`src/rtl/ppc_pkg.sv`:
```
package ppc_pkg;
    typedef enum logic [1:0] {
        ST_IDLE   = 2'd0,
        ST_FETCH0 = 2'd1,
        ST_FETCH1 = 2'd2,
        ST_DONE   = 2'd3
    } ppc_state_e;

    typedef enum logic [1:0] {
        SZ_BYTE  = 2'd0,
        SZ_WORD  = 2'd1,
        SZ_DWORD = 2'd2,
        SZ_BAD   = 2'd3
    } ppc_size_e;

    localparam int BYTE_BITS = 8;
    localparam int BIT_SEL_W = 3;
endpackage

```
`src/rtl/ppc_core.sv`:
```
module ppc_core
    import ppc_pkg::*;
#(
    parameter int OFF_W = 17
) (
    input  logic                 clk,
    input  logic                 rst_n,
    input  logic                 start,
    input  logic [OFF_W-1:0]     off0,
    input  logic [BYTE_BITS-1:0] mask0,
    input  logic [BYTE_BITS-1:0] mask1,
    input  logic                 need2,
    input  logic                 beyond0,
    input  logic                 beyond1,
    input  logic                 reject,
    output logic                 rd_req,
    output logic [OFF_W-1:0]     rd_addr,
    input  logic                 rd_valid,
    input  logic [BYTE_BITS-1:0] rd_data,
    output logic                 done,
    output logic                 allow,
    output logic                 fault
);
    typedef struct packed {
        ppc_state_e           st;
        logic [OFF_W-1:0]     addr;
        logic [BYTE_BITS-1:0] mask;
        logic [BYTE_BITS-1:0] mask_hi;
        logic                 more;
        logic                 far_hi;
        logic                 fault;
    } core_regs_t;

    core_regs_t r_q, r_d;
    logic       hit;

    assign hit = |(rd_data & r_q.mask);

    always_comb begin
        r_d = r_q;
        unique case (r_q.st)
            ST_IDLE: begin
                if (start) begin
                    if (reject || beyond0) begin
                        r_d.st    = ST_DONE;
                        r_d.fault = 1'b1;
                    end else begin
                        r_d.st      = ST_FETCH0;
                        r_d.addr    = off0;
                        r_d.mask    = mask0;
                        r_d.mask_hi = mask1;
                        r_d.more    = need2;
                        r_d.far_hi  = beyond1;
                        r_d.fault   = 1'b0;
                    end
                end
            end
            ST_FETCH0: begin
                if (rd_valid) begin
                    if (hit) begin
                        r_d.st    = ST_DONE;
                        r_d.fault = 1'b1;
                    end else if (r_q.more && r_q.far_hi) begin
                        r_d.st    = ST_DONE;
                        r_d.fault = 1'b1;
                    end else if (r_q.more) begin
                        r_d.st   = ST_FETCH1;
                        r_d.addr = r_q.addr + OFF_W'(1);
                        r_d.mask = r_q.mask_hi;
                    end else begin
                        r_d.st    = ST_DONE;
                        r_d.fault = 1'b0;
                    end
                end
            end
            ST_FETCH1: begin
                if (rd_valid) begin
                    r_d.st    = ST_DONE;
                    r_d.fault = hit;
                end
            end
            default: begin
                r_d.st = ST_IDLE;
            end
        endcase
    end

    always_ff @(posedge clk or negedge rst_n) begin
        if (!rst_n) begin
            r_q <= '{st: ST_IDLE, default: '0};
        end else begin
            r_q <= r_d;
        end
    end

    assign rd_req  = (r_q.st == ST_FETCH0) || (r_q.st == ST_FETCH1);
    assign rd_addr = r_q.addr;
    assign done    = (r_q.st == ST_DONE);
    assign allow   = done & ~r_q.fault;
    assign fault   = done & r_q.fault;

    AST_DONE_PULSE: assert property (@(posedge clk) disable iff (!rst_n)
        done |=> (!done && !rd_req));

    AST_REQ_HOLD: assert property (@(posedge clk) disable iff (!rst_n)
        (rd_req && !rd_valid) |=> (rd_req && $stable(rd_addr)));

    AST_NEXT_BYTE: assert property (@(posedge clk) disable iff (!rst_n)
        (rd_req && rd_valid) |=> (!rd_req || rd_addr == $past(rd_addr) + OFF_W'(1)));

    AST_REJECT_NO_READ: assert property (@(posedge clk) disable iff (!rst_n)
        (r_q.st == ST_IDLE && start && reject) |=> (fault && !rd_req));

    AST_FAR_NO_READ: assert property (@(posedge clk) disable iff (!rst_n)
        (r_q.st == ST_IDLE && start && beyond0) |=> (fault && !rd_req));
endmodule

```
`config.mk`:
```
export PLATFORM = sky130hd
export DESIGN_NAME = ppc_core
export DESIGN_NICKNAME = d
export VERILOG_FILES = /design/src/rtl/ppc_pkg.sv /design/src/rtl/ppc_core.sv
export SDC_FILE = /design/constraint.sdc
export NUM_CORES = 1
export LEC_CHECK = 0
export BUFFER_PORTS_ARGS = -buffer_cell sky130_fd_sc_hd__clkbuf_2
export CORE_MARGIN = 3
export CORE_UTILIZATION = 36
export CTS_CLUSTER_SIZE = 14
export DETAILED_ROUTE_END_ITERATION = 12
export PLACE_DENSITY_LB_ADDON = 0.05
export REMOVE_ABC_BUFFERS = 1
export SLEW_MARGIN = 10
export SYNTH_ARGS = -nofsm -noshare
export SYNTH_HDL_FRONTEND = slang
export SYNTH_SLANG_ARGS = --single-unit
```
`constraint.sdc`:
```
create_clock -name clk -period 2.15 [get_ports clk]
set_clock_uncertainty 0.15 [all_clocks]
set_input_delay 0.43 -clock clk [delete_from_list [all_inputs] [get_ports clk]]
set_output_delay 0.43 -clock clk [all_outputs]
set_load 0.01 [all_outputs]
```
==> impl_metrics.toml, run 1 <==
[yosys]
synth_edf_count = 0
yosysSeqAreaShare_pct = 40.58
synth_warnings = 0
synthesis.instances = 261
synth_cell_types = 44
synth_ff_type = "dfrtp_1"
async_flop_share_pct = 100.0
ys_ff_latch = 38
netlist_area_um2 = 2343
yosys.area.top_type = "dfrtp_1"
postSynthAreaPerCell_um2 = 8.979
synth_top_area_share_pct = 40.58
netlist_top_cells_area = "dfrtp_1, a21oi_1, buf_4, mux2_2, nand2_1"

[floorplan]
die_width_um = 86.68
pin_count = 70
rows = 28
start_util_pct = 38.44
fp.dieH_um = 86.68
core-area_um2 = 6096
die_area_um2 = 7513

[sta]
slew_viol_final = 0
setup_viol = 1
worstMarginPinSlew_ps = 514.0
worst_slack_ps = -7.140
hold_violations = 0
rsz0062_at_grt = "true"
fin_setup_tns_ps = -7.140
slew_headroom_pct = 65.74
fmax_mhz = 463.6
fin_crit_sh_pct = 100.3
finalCriticalPeriod_ps = 2157

[clocking]
cts_tree = "yes"
clock_path_buffers = 2
clk_pin_slew_worst_paths_ps = 80
cts_root_buf = "clkbuf_8"
clock_sinks = 38
clock_latency_ps = 290
h-tree-depth = 2
cts_made_buffers = 5

[worst_setup_path]
r2r-start = "r_q[36]"
cp_max_fo = 4
r2r_slack_ps = -7
worst_setup_path_end_kind = "flip-flop"
crit_type = "reg -> reg"
r2r_end = "rd_addr[14]"
r2r_cells = 7
critPathArrivalTime_ps = 2170
worstPathRequired_ps = 2170
startpoint_type = "flip-flop"

[route]
vias = 2243
wl_met1_um = 2855
dr.first_iter.drc_count = 122
routedWlPerCell_um = 15.27
first_pass_iters = 6
highest_layer = "met4"
viasPerCell = 5.290
wl_met2_um = 3164
wl_met3_um = 392
ant_nets = 0
drc = 0
drt_wl_total_um = 6476

[global_route]
grt_remaining_overflow = 0
grt_max_degree = 29
grt_pass1_vias = 2190
grt_antenna_before_repair = 0
grt_use_total_pct = 17.82
grt_pass1_wl_um = 10450

[power]
ir_worst_vdd_v = 0.0006109
powerDensity_nw_per_um2 = 1388
leakage_uw = 0.001448

[outcome]
status = "finished, violations left"
violations = "setup timing"

[worst_hold_path]
hold_start = "off0[6]"
hold_path_depth = 3
min_path_type = "in -> reg"
worstHoldEndpoint = "rd_addr[6]"

[placed_design]
hpwlAfterDp_um = 4855
gp_congestion = 0.8182
dpl_worst_slack_ps = -101.5
port_buffers = 69

[layout]
final_nets = 403
layout-drive-gt1-share_pct = 41.26
syn_to_final_growth_pct = 31.82
fin_util_pct = 50.68
diodes = 0

[run]
maxCapViolations = 0
registers in the layout, indices dropped and copies added (netlist names):
name,count
rd_addr,17
r_q,21
worst max-delay path, stage by stage, from the launching register on:
cell and delay (ps):
dfrtp_2 440, inv_2 80, ha_4 120, or2b_1 240, a22o_4 250, or4_4 500
mux2i_1 150, a21oi_1 80
cell usage after synthesis, types with 2 or more instances:
cell and number:
nand3_1 5, ha_1 5, a22o_1 3, nand2_1 20, and3_1 11, buf_4 20
nor2_1 18, and2_1 2, nor3_1 2, a22oi_1 6, o31ai_1 6, mux2_2 11
o22ai_1 4, o21ai_0 15, clkbuf_1 4, a31oi_1 8, nand4_1 4, or4_1 3
buf_2 3, mux2i_1 2, dfrtp_1 38, or2_2 3, inv_1 8, o41ai_1 2
a21oi_1 39
area by class of cell:
class / count / area [µm²]
clock buffer: 6 / 82.58
clock inverter: 1 / 30.03
fill: 616 / 3007
inverter: 8 / 30.03
multi-input combinational: 186 / 1220
sequential: 38 / 952.2
tap: 75 / 93.84
timing repair buffer: 110 / 680.7
report_power, final:
part	internal [µW]	switching (µW)
Clock	371	258
Combinational	1130	1200
Sequential	1070	260
Total	2570	1720
cells by family after synthesis:
logic type | Yosys count | synth area share [%]
flip-flops | 38 | 40.58
AND/OR/NAND/NOR | 77 | 16.87
adder cells (fa/ha/maj) | 5 | 2.670
AO/OA/AOI/OAI | 91 | 24.24
buffers and inverters | 37 | 9.503
multiplexers | 13 | 6.140
per-stage QoR:
stage / std cells / total power [µW] / area (µm²) / hold WS [ps]
after CTS: 421 / 4217 / 3028 / 183.1
after global placement: 411 / 3530 / 2884 / 280.3
after floorplan: 232 / 2573 / 2151 / -15.59
after global routing: 424 / 4656 / 3089 / 203.0
final: 424 / 4289 / 3089 / 190.8
after detailed placement: 411 / 3549 / 2884 / 277.4
metal layers:
layer	up-vias	GRT usage, %
met5	-	0
met4	0	3.824
met3	8	4.848
met2	63	30.67
met1	1052	22.31
li1	1120	-
cells in the final DEF (no fill, tap or decap), types with 3 or more instances in the layout:
cell type  netlist  layout
nand2_1         20      20
o31ai_1          6       6
nor2_1          18      18
a31oi_1          8       8
or2_2            3       3
a21oi_1         39      36
o21ai_0         15      15
clkbuf_8         0       6
and3_1          11      11
clkbuf_2         0      69
inv_1            8       6
a22o_1           3       3
mux2_2          11      11
ha_1             5       3
dfrtp_1         38      37
a21oi_2          0       3
buf_4           20      38
nand4_1          4       4
a22oi_1          6       6
o22ai_1          4       4
nand3_1          5       5
worst max path at each step:
stage,startpoint,end,slack (ps),cells past startpoint
after detailed placement,beyond0,rd_addr[14],-100,6
after global placement,beyond0,rd_addr[14],-70,6
after floorplan,r_q[37],rd_addr[15],-670,7
after global routing,r_q[36],rd_addr[14],-100,7
after CTS,r_q[36],rd_addr[14],-20,7
final,r_q[36],rd_addr[14],-7,7
repair_timing:
item / 4_1_cts / 5_1_grt
setup buffers: 2 / 3
pin swaps: 0 / 3
gates cloned: 0 / 0
hold buffers: 1 / 0
setup endpoints to repair: 6 / 11
hold endpoints to repair: 17 / 0
gates resized for setup: 2 / 10
Power figures use the tool's default switching activity.
==> inputs of run 2 (changes only) <==
REMOVE_ABC_BUFFERS = default   (was 1)
==> run 2 against run 1 <==
  * The flow still finishes with violations (setup timing)
  * Total power grew 5.7%
  * Critical path depth grew 2
  * Design area grew 2.0%
  * Utilization grew 1.0 points
  * Setup slack gained 2.2 ps
  * Sequential share of layout area shrank 0.65 points
==> impl_metrics.toml, run 2 (synthesis results as in run 1) <==
[outcome]
status = "finished, violations left"
violations = "setup timing"

[route]
drc = 0
routedWlPerCell_um = 15.38
dr.first_iter.drc_count = 103
viasPerCell = 5.287
ant_nets = 0
vias = 2231
first_pass_iters = 4
drt_wl_total_um = 6490

[sta]
hold_violations = 0
setup_viol = 1
fin_crit_sh_pct = 100.2
fmax_mhz = 464.1
worstMarginPinSlew_ps = 457.5
slew_viol_final = 0
slew_headroom_pct = 69.50
rsz0062_at_grt = "true"
fin_setup_tns_ps = -4.916
worst_slack_ps = -4.916
finalCriticalPeriod_ps = 2155

[layout]
mostFrequentLayoutCells = "clkbuf_2, dfrtp_1, a21oi_1"
syn_to_final_growth_pct = 34.49
largest-register = "r_q"
final_nets = 400
diodes = 0
layout-drive-gt1-share_pct = 41.50
design_area_um2 = 3152
largest_register_ffs = 21
layout.cells.most_common = "clkbuf_2"

[global_route]
grt_antenna_before_repair = 0
grt_pass1_vias = 2195
grt_use_total_pct = 17.69
grt_pass1_wl_um = 10460
grt_max_degree = 25
grt_remaining_overflow = 0

[clocking]
cts_made_buffers = 5
cts_tree = "yes"
clock_sinks = 38
clock_path_buffers = 2
clock_latency_ps = 300
cts_root_buf = "clkbuf_8"
clk_pin_slew_worst_paths_ps = 90
h-tree-depth = 2

[placed_design]
hpwlAfterDp_um = 4731
port_buffers = 69
gp_congestion = 0.7920
placed_area_um2 = 2879

[worst_setup_path]
startpoint_type = "flip-flop"
critPathArrivalTime_ps = 2230
worst_setup_path_end_kind = "flip-flop"
cp_cell_sequence = "inv_2 -> ha_4 -> or2b_1 -> a22o_4 -> buf_6 -> a21oi_4 -> clkbuf_16 -> a21oi_2 -> a31oi_1"
critPathSlowestCell = "dfrtp_1"
cp_max_fo = 4
crit_type = "reg -> reg"
worstPathRequired_ps = 2220
slowest_delay_ps = 410

[power]
pwr-share-clk_pct = 16.7
powerDensity_nw_per_um2 = 1439
intPower_uw = 2755
ir_worst_vdd_v = 0.0006307
swShare_pct = 39.24
leakage_uw = 0.001462
total_power_uw = 4534
seq_power_share_pct = 28.9
p_comb_share_pct = 54.4
power_switching_uw = 1779

[floorplan]
start_util_pct = 38.44
fp.dieH_um = 86.68
pin_count = 70
rows = 28
die_width_um = 86.68
core-area_um2 = 6096
die_area_um2 = 7513

[worst_hold_path]
min_path_type = "in -> reg"

[run]
maxCapViolations = 0

[yosys]
synth_nets = 315
-- run 2: cell type report --
cell class                 count  area (µm²)
clock inverter                 3       68.82
timing repair buffer         107       721.9
inverter                       8       30.03
multi-input combinational    186        1217
sequential                    38       950.9
fill                         626        2944
tap                           75       93.84
clock buffer                   5       68.82
-- run 2: path summary, 6_finish.rpt --
check                              from  slack, ps  cells past startpoint          to
max in group asynchronous         rst_n        910                      3  rd_addr[1]
worst min register to register   r_q[9]        360                      1      r_q[9]
worst max register to register  r_q[36]         -5                      9  rd_addr[9]
worst min-delay path            off0[6]        190                      3  rd_addr[6]
min in group asynchronous         rst_n        450                      2     r_q[37]
worst max-delay path            r_q[36]         -5                      9  rd_addr[9]
-- run 2: worst max-delay path, delay by kind of cell, from the launching register on --
kind,cells,cell delay (ps)
flip-flops,1,410
buffers and inverters,3,420
adder cells (fa/ha/maj),1,140
AND/OR/NAND/NOR,1,250
AO/OA/AOI/OAI,4,710
-- run 2: power by group through the flow --
| stage | combinational, µW | clock [µW] | sequential, µW |
|---|---|---|---|
| after floorplan | 1570 | 0 | 1290 |
| after global placement | 2170 | 0 | 1320 |
| after detailed placement | 2190 | 0 | 1330 |
| after CTS | 2220 | 782 | 1310 |
| after global routing | 2740 | 810 | 1360 |
| final | 2470 | 756 | 1310 |
-- run 2: metal layers --
metal,vias up,part of all wire [%],routed length [µm],GRT usage [%]
li1,1118,-,-,-
met1,1047,48,3101,24.76
met2,55,46,3001,26.63
met3,11,4.2,273,3.327
met4,0,1.8,114,7.507
met5,-,0,0,0
-- run 2: metrics by stage --
| step | worst slack (ps) | cells | hold slack [ps] | util, % |
|---|---|---|---|---|
| 2_1_floorplan | 1.730 | 261 | -15.59 | - |
| 3_3_place_gp | -30.15 | 408 | 246.4 | 47.23 |
| 3_5_place_dp | -59.85 | 408 | 246.8 | 47.23 |
| 4_1_cts | 3.626 | 418 | 182.7 | 49.84 |
| 5_1_grt | -74.37 | 422 | 200.3 | 51.70 |
| 6_report | -4.916 | 422 | 189.6 | 51.70 |
-- run 2: timing repair --
item | in CTS | in global routing
endpoints found under the setup margin | 3 | 17
cloned | 0 | 2
pin swaps | 0 | 0
gates resized for setup | 1 | 14
setup buffers | 1 | 2
hold buffers | 1 | 0
endpoints found under the hold margin | 14 | 0
==> inputs of run 3 (changes only) <==
--- a/config.mk
+++ b/config.mk
@@ -12,2 +12,3 @@
 export DETAILED_ROUTE_END_ITERATION = 12
+export GPL_ROUTABILITY_DRIVEN = 0
 export PLACE_DENSITY_LB_ADDON = 0.05
==> constraint.sdc (replaced) <==
create_clock -name clk -period 2.15 [get_ports clk]
set_clock_uncertainty 0.15 [all_clocks]
set_input_delay 0.1075 -clock clk [delete_from_list [all_inputs] [get_ports clk]]
set_output_delay 0.1075 -clock clk [all_outputs]
set_load 0.01 [all_outputs]
==> run 3 against run 2 <==
  * The run now ends clean
  * Global-route usage increased by 1.3 points
  * Design area grew 2.6%
  * Setup slack gained 17 ps
  * Clock-buffer cell count is the same
  * Routed wire length increased by 0.63%
  * Highest routed layer unchanged
==> impl_metrics.toml, run 3 (synthesis results as in run 1) <==
[route]
ant_nets = 0
viasPerCell = 5.274
dr.first_iter.drc_count = 117
highest_layer = "met4"
drt_wl_total_um = 6531
first_pass_iters = 4
vias = 2310
wl_met3_um = 246
wl_met2_um = 3101
wl_met1_um = 3111
drc = 0
routedWlPerCell_um = 14.91

[floorplan]
die_width_um = 86.68
core-area_um2 = 6096
die_area_um2 = 7513
rows = 28
pin_count = 70
start_util_pct = 38.44
fp.dieH_um = 86.68

[sta]
fmax_mhz = 467.8
slew_headroom_pct = 71.67
fin_setup_tns_ps = 0
slew_viol_final = 0
worstMarginPinSlew_ps = 425.0
finalCriticalPeriod_ps = 2138
setup_viol = 0
rsz0062_at_grt = "true"
hold_violations = 0
fin_crit_sh_pct = 99.42
worst_slack_ps = 12.45

[global_route]
grt_max_degree = 22
grt_antenna_before_repair = 0
grt_pass1_wl_um = 11250
grt_use_total_pct = 18.97
grt_pass1_vias = 2374
grt_remaining_overflow = 0

[outcome]
status = "complete, no violations"

[placed_design]
placed_area_um2 = 2824
port_buffers = 69
dpl_worst_slack_ps = 7.274
hpwlAfterDp_um = 4767

[clocking]
cts_made_buffers = 5
clock_path_buffers = 2
cts_root_buf = "clkbuf_8"
clock_latency_ps = 290
cts_tree = "yes"
clk_pin_slew_worst_paths_ps = 80
clock_sinks = 38
h-tree-depth = 2

[power]
leakage_uw = 0.001495
ir_worst_vdd_v = 0.0005819
powerDensity_nw_per_um2 = 1309

[worst_setup_path]
startpoint = "r_q[36]"
startpoint_type = "flip-flop"
r2r_cells = 7
crit_path_end = "rd_addr[14]"
r2r_end = "rd_addr[14]"
cp_max_fo = 4
r2r-start = "r_q[36]"
critPathArrivalTime_ps = 2150
worst_setup_path_end_kind = "flip-flop"
crit_type = "reg -> reg"
r2r_slack_ps = 10
worstPathRequired_ps = 2170

[layout]
layout-drive-gt1-share_pct = 36.91
largest-register = "r_q"
diodes = 0
register_area_um2 = 950.9
fillers = 615
mostFrequentLayoutCells = "clkbuf_2, dfrtp_1, a21oi_1"
syn_to_final_growth_pct = 37.96
multi_input_area_um2 = 1219
largest_register_ffs = 21
final_nets = 416
design_area_um2 = 3233
layout.cells.most_common = "clkbuf_2"

[worst_hold_path]
hold_start = "off0[12]"
min_path_type = "in -> reg"

[yosys]
synth_nets = 315

[run]
maxCapViolations = 0
-- run 3: routing by layer --
| layer | up-vias | GRT usage, % |
|---|---|---|
| met5 | - | 0 |
| met4 | 0 | 5.949 |
| met3 | 7 | 3.612 |
| met2 | 54 | 31.43 |
| met1 | 1108 | 24.97 |
| li1 | 1141 | - |
-- run 3: worst min-delay path by stage --
stage,to,slack [ps],depth (start not counted)
2_1_floorplan,r_q[0],-340,0
3_3_place_gp,r_q[0],-80,1
6_report,rd_addr[12],9,4
5_1_grt,rd_addr[12],40,4
4_1_cts,rd_addr[12],4,4
3_5_place_dp,r_q[0],-80,1
-- run 3: through the flow --
step,cells,utilization (%),hold slack (ps),power [µW]
4_1_cts,437,52.24,4.015,4159
5_1_grt,438,53.04,40.87,4616
3_3_place_gp,404,46.33,-78.80,3469
6_report,438,53.04,9.394,4233
2_1_floorplan,261,-,-338.1,2852
3_5_place_dp,404,46.33,-77.87,3484
-- run 3: what timing repair did --
item | CTS | global route
hold buffers | 24 | 0
endpoints found under the setup margin | 1 | 21
endpoints found under the hold margin | 47 | 0
setup buffers | 1 | 1
cloned | 0 | 0
gates resized for setup | 1 | 10
-- run 3: layout make-up --
cell class	instances	share of cell area [%]
Inverter	8	0.9288
Timing Repair Buffer	123	25.70
Tap cell	75	2.902
Multi-Input combinational cell	186	37.69
Clock inverter	3	1.238
Clock buffer	5	2.128
Sequential cell	38	29.41
-- run 3: worst max-delay path: stages (launching register included) --
cell     delay [ps]
dfrtp_1         440
inv_2           100
ha_4            130
or2b_1          250
a22o_4          240
or4_1           470
mux2i_1         140
a21oi_1          90
-- run 3: power by group --
group / switching [µW] / internal, µW / total (µW)
clock: 271 / 342 / 613
combinational: 1200 / 1100 / 2300
sequential: 259 / 1070 / 1320
total: 1730 / 2510 / 4230
